File: src/rtl/dtmr_pkg.sv
package dtmr_pkg;
    localparam int DATA_W = 16;
    localparam int BYTES  = DATA_W / 8;
    localparam int ADDR_W = 6;
    localparam int N_TMR  = 2;
    localparam logic [ADDR_W-1:0] LIVE_BASE = 6'h36;
    localparam logic [ADDR_W-1:0] LIVE_LAST = LIVE_BASE + 6'd7;

    // one timer's pair of stages (reload values or live counts)
    typedef struct packed {
        logic [DATA_W-1:0] div;
        logic [DATA_W-1:0] pre;
    } pair_t;

    // decoded register select: stg 0 = prescaler, 1 = divider
    typedef struct packed {
        logic hit;
        logic tmr;
        logic stg;
    } sel_t;

    function automatic sel_t wr_decode(input logic [ADDR_W-1:0] a);
        sel_t s;
        s.hit = (a[ADDR_W-1:3] == '0);
        s.tmr = a[2];
        s.stg = a[1];
        return s;
    endfunction

    function automatic sel_t rd_decode(input logic [ADDR_W-1:0] a);
        sel_t s;
        logic [ADDR_W-1:0] off;
        off   = a - LIVE_BASE;
        s.hit = (a >= LIVE_BASE) && (a <= LIVE_LAST);
        s.tmr = off[2];
        s.stg = off[1];
        return s;
    endfunction
endpackage

File: src/rtl/dtmr_regs.sv
module dtmr_regs
    import dtmr_pkg::*;
(
    input  logic                     clk,
    input  logic                     rst,
    input  logic                     bus_wr,
    input  logic [BYTES-1:0]         bus_be,
    input  logic [ADDR_W-1:0]        bus_addr,
    input  logic [DATA_W-1:0]        bus_wdata,
    output pair_t [N_TMR-1:0]        rld_q,
    output pair_t [N_TMR-1:0]        rld_d,
    output logic  [N_TMR-1:0]        restart
);
    sel_t ws;

    always_comb begin
        ws      = wr_decode(bus_addr);
        rld_d   = rld_q;
        restart = '0;
        if (bus_wr && (|bus_be) && ws.hit) begin
            restart[ws.tmr] = 1'b1;
            for (int b = 0; b < BYTES; b++) begin
                if (bus_be[b]) begin
                    if (ws.stg)
                        rld_d[ws.tmr].div[b*8 +: 8] = bus_wdata[b*8 +: 8];
                    else
                        rld_d[ws.tmr].pre[b*8 +: 8] = bus_wdata[b*8 +: 8];
                end
            end
        end
    end

    always_ff @(posedge clk) begin
        if (rst) rld_q <= '1;
        else     rld_q <= rld_d;
    end
endmodule

File: src/rtl/dtmr_chain.sv
module dtmr_chain
    import dtmr_pkg::*;
(
    input  logic  clk,
    input  logic  rst,
    input  logic  restart,
    input  pair_t rld_q,
    input  pair_t rld_d,
    output pair_t live,
    output logic  expire
);
    logic at_zero;
    assign at_zero = (live.pre == '0) && (live.div == '0);

    always_ff @(posedge clk) begin
        if (rst) begin
            live   <= '1;
            expire <= 1'b0;
        end else if (restart) begin
            live   <= rld_d;
            expire <= 1'b0;
        end else begin
            expire <= at_zero;
            if (at_zero) begin
                live <= rld_q;
            end else if (live.pre == '0) begin
                live.pre <= rld_q.pre;
                live.div <= live.div - 1'b1;
            end else begin
                live.pre <= live.pre - 1'b1;
            end
        end
    end
endmodule

File: src/rtl/dtmr_rdmux.sv
module dtmr_rdmux
    import dtmr_pkg::*;
(
    input  logic [ADDR_W-1:0]  bus_addr,
    input  pair_t [N_TMR-1:0]  live,
    output logic [DATA_W-1:0]  bus_rdata
);
    sel_t rs;

    always_comb begin
        rs = rd_decode(bus_addr);
        if (!rs.hit)     bus_rdata = '0;
        else if (rs.stg) bus_rdata = live[rs.tmr].div;
        else             bus_rdata = live[rs.tmr].pre;
    end
endmodule

File: src/rtl/dual_interval_timer.sv
module dual_interval_timer
    import dtmr_pkg::*;
(
    input  logic              clk,
    input  logic              rst,
    input  logic              bus_wr,
    input  logic [1:0]        bus_be,
    input  logic [5:0]        bus_addr,
    input  logic [15:0]       bus_wdata,
    output logic [15:0]       bus_rdata,
    output logic [1:0]        expire
);
    pair_t [N_TMR-1:0] rld_q;
    pair_t [N_TMR-1:0] rld_d;
    pair_t [N_TMR-1:0] live;
    logic  [N_TMR-1:0] restart;

    dtmr_regs u_regs (
        .clk       (clk),
        .rst       (rst),
        .bus_wr    (bus_wr),
        .bus_be    (bus_be),
        .bus_addr  (bus_addr),
        .bus_wdata (bus_wdata),
        .rld_q     (rld_q),
        .rld_d     (rld_d),
        .restart   (restart)
    );

    for (genvar t = 0; t < N_TMR; t++) begin : g_tmr
        dtmr_chain u_chain (
            .clk     (clk),
            .rst     (rst),
            .restart (restart[t]),
            .rld_q   (rld_q[t]),
            .rld_d   (rld_d[t]),
            .live    (live[t]),
            .expire  (expire[t])
        );
    end

    dtmr_rdmux u_rdmux (
        .bus_addr  (bus_addr),
        .live      (live),
        .bus_rdata (bus_rdata)
    );
endmodule

File: config.mk
export PLATFORM = sky130hd
export DESIGN_NAME = dual_interval_timer
export DESIGN_NICKNAME = d
export VERILOG_FILES = /design/src/rtl/dtmr_pkg.sv /design/src/rtl/dtmr_regs.sv /design/src/rtl/dtmr_chain.sv /design/src/rtl/dtmr_rdmux.sv /design/src/rtl/dual_interval_timer.sv
export SDC_FILE = /design/constraint.sdc
export NUM_CORES = 1
export LEC_CHECK = 0
export BUFFER_PORTS_ARGS = -buffer_cell sky130_fd_sc_hd__buf_2
export CAP_MARGIN = 5
export CORE_ASPECT_RATIO = 0.8
export CORE_MARGIN = 4
export CORE_UTILIZATION = 55
export DETAILED_ROUTE_END_ITERATION = 10
export GPL_TIMING_DRIVEN = 1
export PLACE_DENSITY = 0.73
export SLEW_MARGIN = 20
export SYNTH_ARGS = -nofsm -noshare
export SYNTH_HDL_FRONTEND = slang
export SYNTH_SLANG_ARGS = --single-unit
File: constraint.sdc
create_clock -name clk -period 3.35 [get_ports clk]
set_clock_uncertainty 0.15 [all_clocks]
set_input_delay 0.67 -clock clk [delete_from_list [all_inputs] [get_ports clk]]
set_output_delay 0.67 -clock clk [all_outputs]
set_load 0.01 [all_outputs]
======== Word level (Yosys, flattened, before mapping) ========
Index checks and enable logic that the tools add are counted.
cells by class
  add/sub/neg operators ................... 5
  magnitude comparators ................... 5
  muxes and demuxes ....................... 33
  reductions and logical operators ........ 16
operator list
  kind                                                                  number
  64-bit 2-to-1 mux                                                     6
  64-bit bitwise mux                                                    4
  32-bit 2-to-1 mux                                                     7
  32-bit demux with 1-bit select                                        4
  16-bit 2-to-1 mux                                                     7
  16-bit zero test                                                      4
  16-bit by 1-bit subtractor with 16-bit output, second input constant  4
  24-bit 2-to-1 mux                                                     1
  8-bit 2-to-1 mux                                                      1
  6-bit greater-or-equal comparator, second input constant              1
  6-bit less-or-equal comparator, second input constant                 1
  1-bit logical AND                                                     6
  3-bit nonzero test                                                    2
  2-bit OR reduction                                                    3
  1-bit by 2-bit < comparator with 1-bit output, second input constant  2
  3-bit zero test                                                       1
  3-bit subtractor, second input constant                               1
  2-bit 2-to-1 mux                                                      1
  1-bit demux with 1-bit select                                         1
  1-bit greater-or-equal comparator, second input constant              1
  1-bit 2-to-1 mux                                                      1
storage, ports and cells
  register bits after elaboration ......... 130
  input port bits ......................... 27
  output and inout port bits .............. 18

======== Depth between registers and ports, before layout ========
  word-level depth ........................ 13
  depth in mapped cells ................... 9

======== Modules after synthesis ========
Synthesis repeated with hierarchy kept, for this count alone.
second synthesis, totals
  cells, all modules ...................... 934
  area, all modules ....................... 8435.6 um^2
by module, submodules not included
  module                          times used  cells each  area each (um^2)  seq. area each (um^2)
  dtmr_regs                       1           311         3240.6            1281.2
  dtmr_chain at g_tmr[0].u_chain  1           295         2306.0            660.6
  dtmr_chain at g_tmr[1].u_chain  1           284         2234.6            660.6
  dtmr_rdmux                      1           44          654.4             0.0

======== Worst setup path before layout ========
OpenSTA, ideal clock, no wires.
  kind .................................... input-to-output
  start point ............................. input port bus_addr[1]
  end point ............................... output port bus_rdata[7]
  arrival time ............................ 2111 ps
  path slack .............................. 419 ps
  stages on the path ...................... 4
  path buffers ............................ 2
  cells stage by stage .................... buf_1 > buf_2 > mux4_1 > nor2b_1
on the way
  longest elaborated chain between the ends .. 5
  elaborated cells between the ends (all ways) .. 8
ends and longest elaborated chain
  element                                               RTL line                   RTL
  start, declared                                       dual_interval_timer.sv:8   input logic [5:0] bus_addr,
  3-bit subtractor                                      dtmr_pkg.sv:33             off = a - LIVE_BASE;
  32-bit 2-to-1 mux (not written as such) (2 in a row)  dtmr_rdmux.sv:13           else if (rs.stg) bus_rdata = live[rs.tmr].div;
  16-bit 2-to-1 mux                                     dtmr_rdmux.sv:13
  16-bit 2-to-1 mux *                                   dtmr_rdmux.sv:12           if (!rs.hit) bus_rdata = '0;
  end, declared                                         dual_interval_timer.sv:10  output logic [15:0] bus_rdata,
Every way passes the cells marked *; elsewhere a longest branch is shown, timed or not. The select of a mux whose other input is x is not followed.

======== Worst setup path after layout ========
Same ends and word-level chain as after synthesis.

==> flow_summary_export.csv <==
group,metric,value,unit
yosys,synth_cells,845,
worst_setup_path,cp_data_arrival_time,2140,ps
route,detail-route-antenna-nets,0,
worst_setup_path,r2r_cells,7,
power_and_ir_drop,power,3670,uW
worst_setup_path,worst-path-stages,7,
run_status,status,"completed",
placed_design,dpl.hpwl,16000,um
yosys,synth_most_common_cell,"dfxtp_1",
grt,antenna_found_initial,0,
yosys,yosys_warnings,0,
grt,grt_max_degree,34,
yosys,synth_top_area_frac,0.359,
worst_setup_path,r2r-end,"g_tmr[1].u_chain.live[5]",
route,remaining_drc_errors,0,
cts,cts_buffers,17,
worst_setup_path,cp_max_fo,22,
cells_and_area,diodes,0,
grt,grt_pass1_vias,6459,
power_and_ir_drop,p_sw_frac,0.236,
cells_and_area,nNetsFinal,908,
cells_and_area,postLayoutCellArea,8120,um2
power_and_ir_drop,comb_power_share,0.070,
yosys,synth_edf_count,0,
yosys,netlist_area,7260,um2
timing,fin_ws,393,ps
timing,maxSlewHeadroom,0.366,
route,drt_first_pass_iters,8,
yosys,avgSynthCellArea,8.59,um2
power_and_ir_drop,p_seq_frac,0.445,
cts,post-cts-setup-buffers,0,
grt,grt-ovfl-total,0,
cts,ctsResizeCount,0,
placed_design,place.gp.congestion,0.934,
cts,clkLatencyLatePin,420,ps
min_path,hold_end,"u_regs.rld_q[14]",
worst_setup_path,crit_top_cell,"buf_2",
floorplan,rows,37,
cts,clock_path_buffers,2,
cts,cts_hold_buf,0,
timing,tns,0,ps
timing,fmax,0.338,GHz
yosys,synthFlopType,"dfxtp_1",
cells_and_area,drive_above_1_share,0.153,
floorplan,die_area,15100,um2
grt,grt_pass1_wl,34900,um
min_path,hp-start,"u_regs.rld_q[14]",
worst_setup_path,cp_num_buf_inv,3,
floorplan,ios,45,
worst_setup_path,max_stage_delay,450,ps
timing,hold_viol,0,
power_and_ir_drop,p_leak,0.00324,uW
timing,tightest_slew,951,ps
floorplan,start_util,0.564,
power_and_ir_drop,power-per-cell-area,452,nW/um2
yosys,synth_cell_types,77,
floorplan,fp.dieW,136,um
cts,clock_sinks,130,
cts,cts_tree,"yes",
yosys,synth.net_count,880,
timing,finalSetupViolCount,0,
cells_and_area,area_delta_synth_final,11.8,%
cts,path_clk_slew,60,ps
worst_setup_path,critPathLaunchType,"primary input",
cts,cts_max_level,4,
grt,track_usage,0.295,
cts,root_buffer,"clkbuf_16",
power_and_ir_drop,p_sw,865,uW
min_path,min_path_type,"reg2reg",
timing,fin_crit_sh,0.883,
worst_setup_path,path_delay_family,"buffers and inverters",
yosys,ys_ff_latch,130,
power_and_ir_drop,intPower,2800,uW
yosys,synth_top_area_cell,"dfxtp_1",
floorplan,fp.dieH,111,um
route,post_drt_wl_per_cell,21.1,um
flow_run,drv_cap,0,
placed_design,port_buffers,43,
power_and_ir_drop,ir_drop,368,uV
worst_setup_path,worstPathCellList,"buf_2, nand2_1, xnor2_1, nand3_1, buf_4, nor2b_1, buf_2",
route,viasPerCell,6.59,
floorplan,fp.coreArea,12900,um2
route,wirelength,22400,um
placed_design,place_ws,432,ps
yosys,synthArstFlopShare,0,
yosys,synth.area.top_cells,"dfxtp_1 36%, nand2_1 6.1%, mux2i_1 6.1%",
route,vias,6970,
worst_setup_path,path_class,"in2out",
route,drt_iter0_markers,952,
worst_setup_path,critPathSlowestCell,"buf_2",
worst_setup_path,worstPathRequired,2530,ps
timing,finalCriticalPeriod,2960,ps
min_path,min_path_cells,2,
power_and_ir_drop,power_frac_clock,0.485,
worst_setup_path,regToRegSetupSlack,550,ps
worst_setup_path,end_kind,"output port",
yosys,synth_common_cells,"130 x dfxtp_1, 118 x nand2_1, 51 x nor2_1",
placed_design,dpl-instance-area,7570,um2
worst_setup_path,timing.rr.start,"g_tmr[1].u_chain.live[0]",
yosys,ys_seq_area_frac,0.359,
timing,finalMaxSlewViolations,0,
timing,grt_setup_unrepaired,"false",
[state kept, by name, summed over array words and instances, names as in the netlist]
signal,flops
g_tmr.u_chain.live,64
g_tmr.u_chain.expire,2
u_regs.rld_q,64
[stage by stage]
stage          hold WS [ps]  instances  utilization
6_report                296       1058        0.631
5_1_grt                 311       1058        0.631
4_1_cts                 296       1058        0.631
3_5_place_dp            288       1029        0.588
3_3_place_gp            278       1029        0.588
2_1_floorplan           266        845            -
[logic make-up (layout without fill, tap and decap cells)]
group / Yosys count / in the layout / share of synthesized area
adder cells (fa/ha/maj): 8 / 8 / 0.0138
buffers and inverters: 76 / 114 / 0.0526
XOR/XNOR: 28 / 28 / 0.0338
multiplexers: 67 / 67 / 0.122
AO/OA/AOI/OAI: 195 / 195 / 0.181
flip-flops: 130 / 130 / 0.359
AND/OR/NAND/NOR: 341 / 341 / 0.238
[power by group through the flow]
| stage | clock network (uW) | registers [uW] | logic (uW) |
|---|---|---|---|
| after floorplan | 0 | 1640 | 179 |
| after global placement | 0 | 1660 | 245 |
| after detailed placement | 0 | 1660 | 252 |
| after CTS | 1790 | 1630 | 254 |
| after global routing | 1860 | 1640 | 278 |
| final | 1780 | 1630 | 257 |
[tightest hold or removal path, delay by kind of cell, from the launching register on]
kind | cells | cell delay (ps)
flops | 1 | 300
simple gates | 2 | 90
[per-layer routing]
| layer | part of all wire | vias up | wire length (um) | track usage |
|---|---|---|---|---|
| li1 | - | 3172 | - | - |
| met1 | 0.42 | 3311 | 9500 | 0.417 |
| met2 | 0.43 | 420 | 9580 | 0.422 |
| met3 | 0.11 | 67 | 2400 | 0.0858 |
| met4 | 0.039 | 0 | 871 | 0.117 |
| met5 | 0 | - | 0 | 0 |
[layout by cell type, fill, tap and decap left out, drive strengths merged, types with 4 or more instances in the layout]
cell type and instances:
a211oi 4, a21o 6, a21oi 41, a22o 5, a22oi 5, a31oi 7, and3 8, buf 69
clkbuf 23, clkinv 4, dfxtp 130, ha 8, inv 15, mux2 7, mux2i 44, mux4 16
nand2 118, nand2b 5, nand3 37, nand3b 7, nand4 12, nor2 52, nor2b 20, nor3 29
nor4 16, nor4b 4, o211ai 24, o21ai 47, o2bb2ai 17, or3 11, or4 7, xnor2 20
xor2 8
[how the worst max path moves through the flow]
stage,from,endpoint,slack [ps]
final,bus_addr[1],bus_rdata[7],390
after global routing,bus_addr[1],bus_rdata[8],280
after CTS,bus_addr[1],bus_rdata[7],420
after detailed placement,bus_addr[1],bus_rdata[8],430
after global placement,bus_addr[1],bus_rdata[6],460
after floorplan,bus_addr[1],bus_rdata[7],420
[layout make-up]
type                    count  area, um2
inverters                  16       60.1
well taps                 175        219
flip-flops and latches    130       2600
multi-input cells         639       4270
clock inverters             6       82.6
clock buffers              23        468
fillers                  1132       4750
repair buffers             69        410
Note: power is estimated with default switching activity, not from simulation.
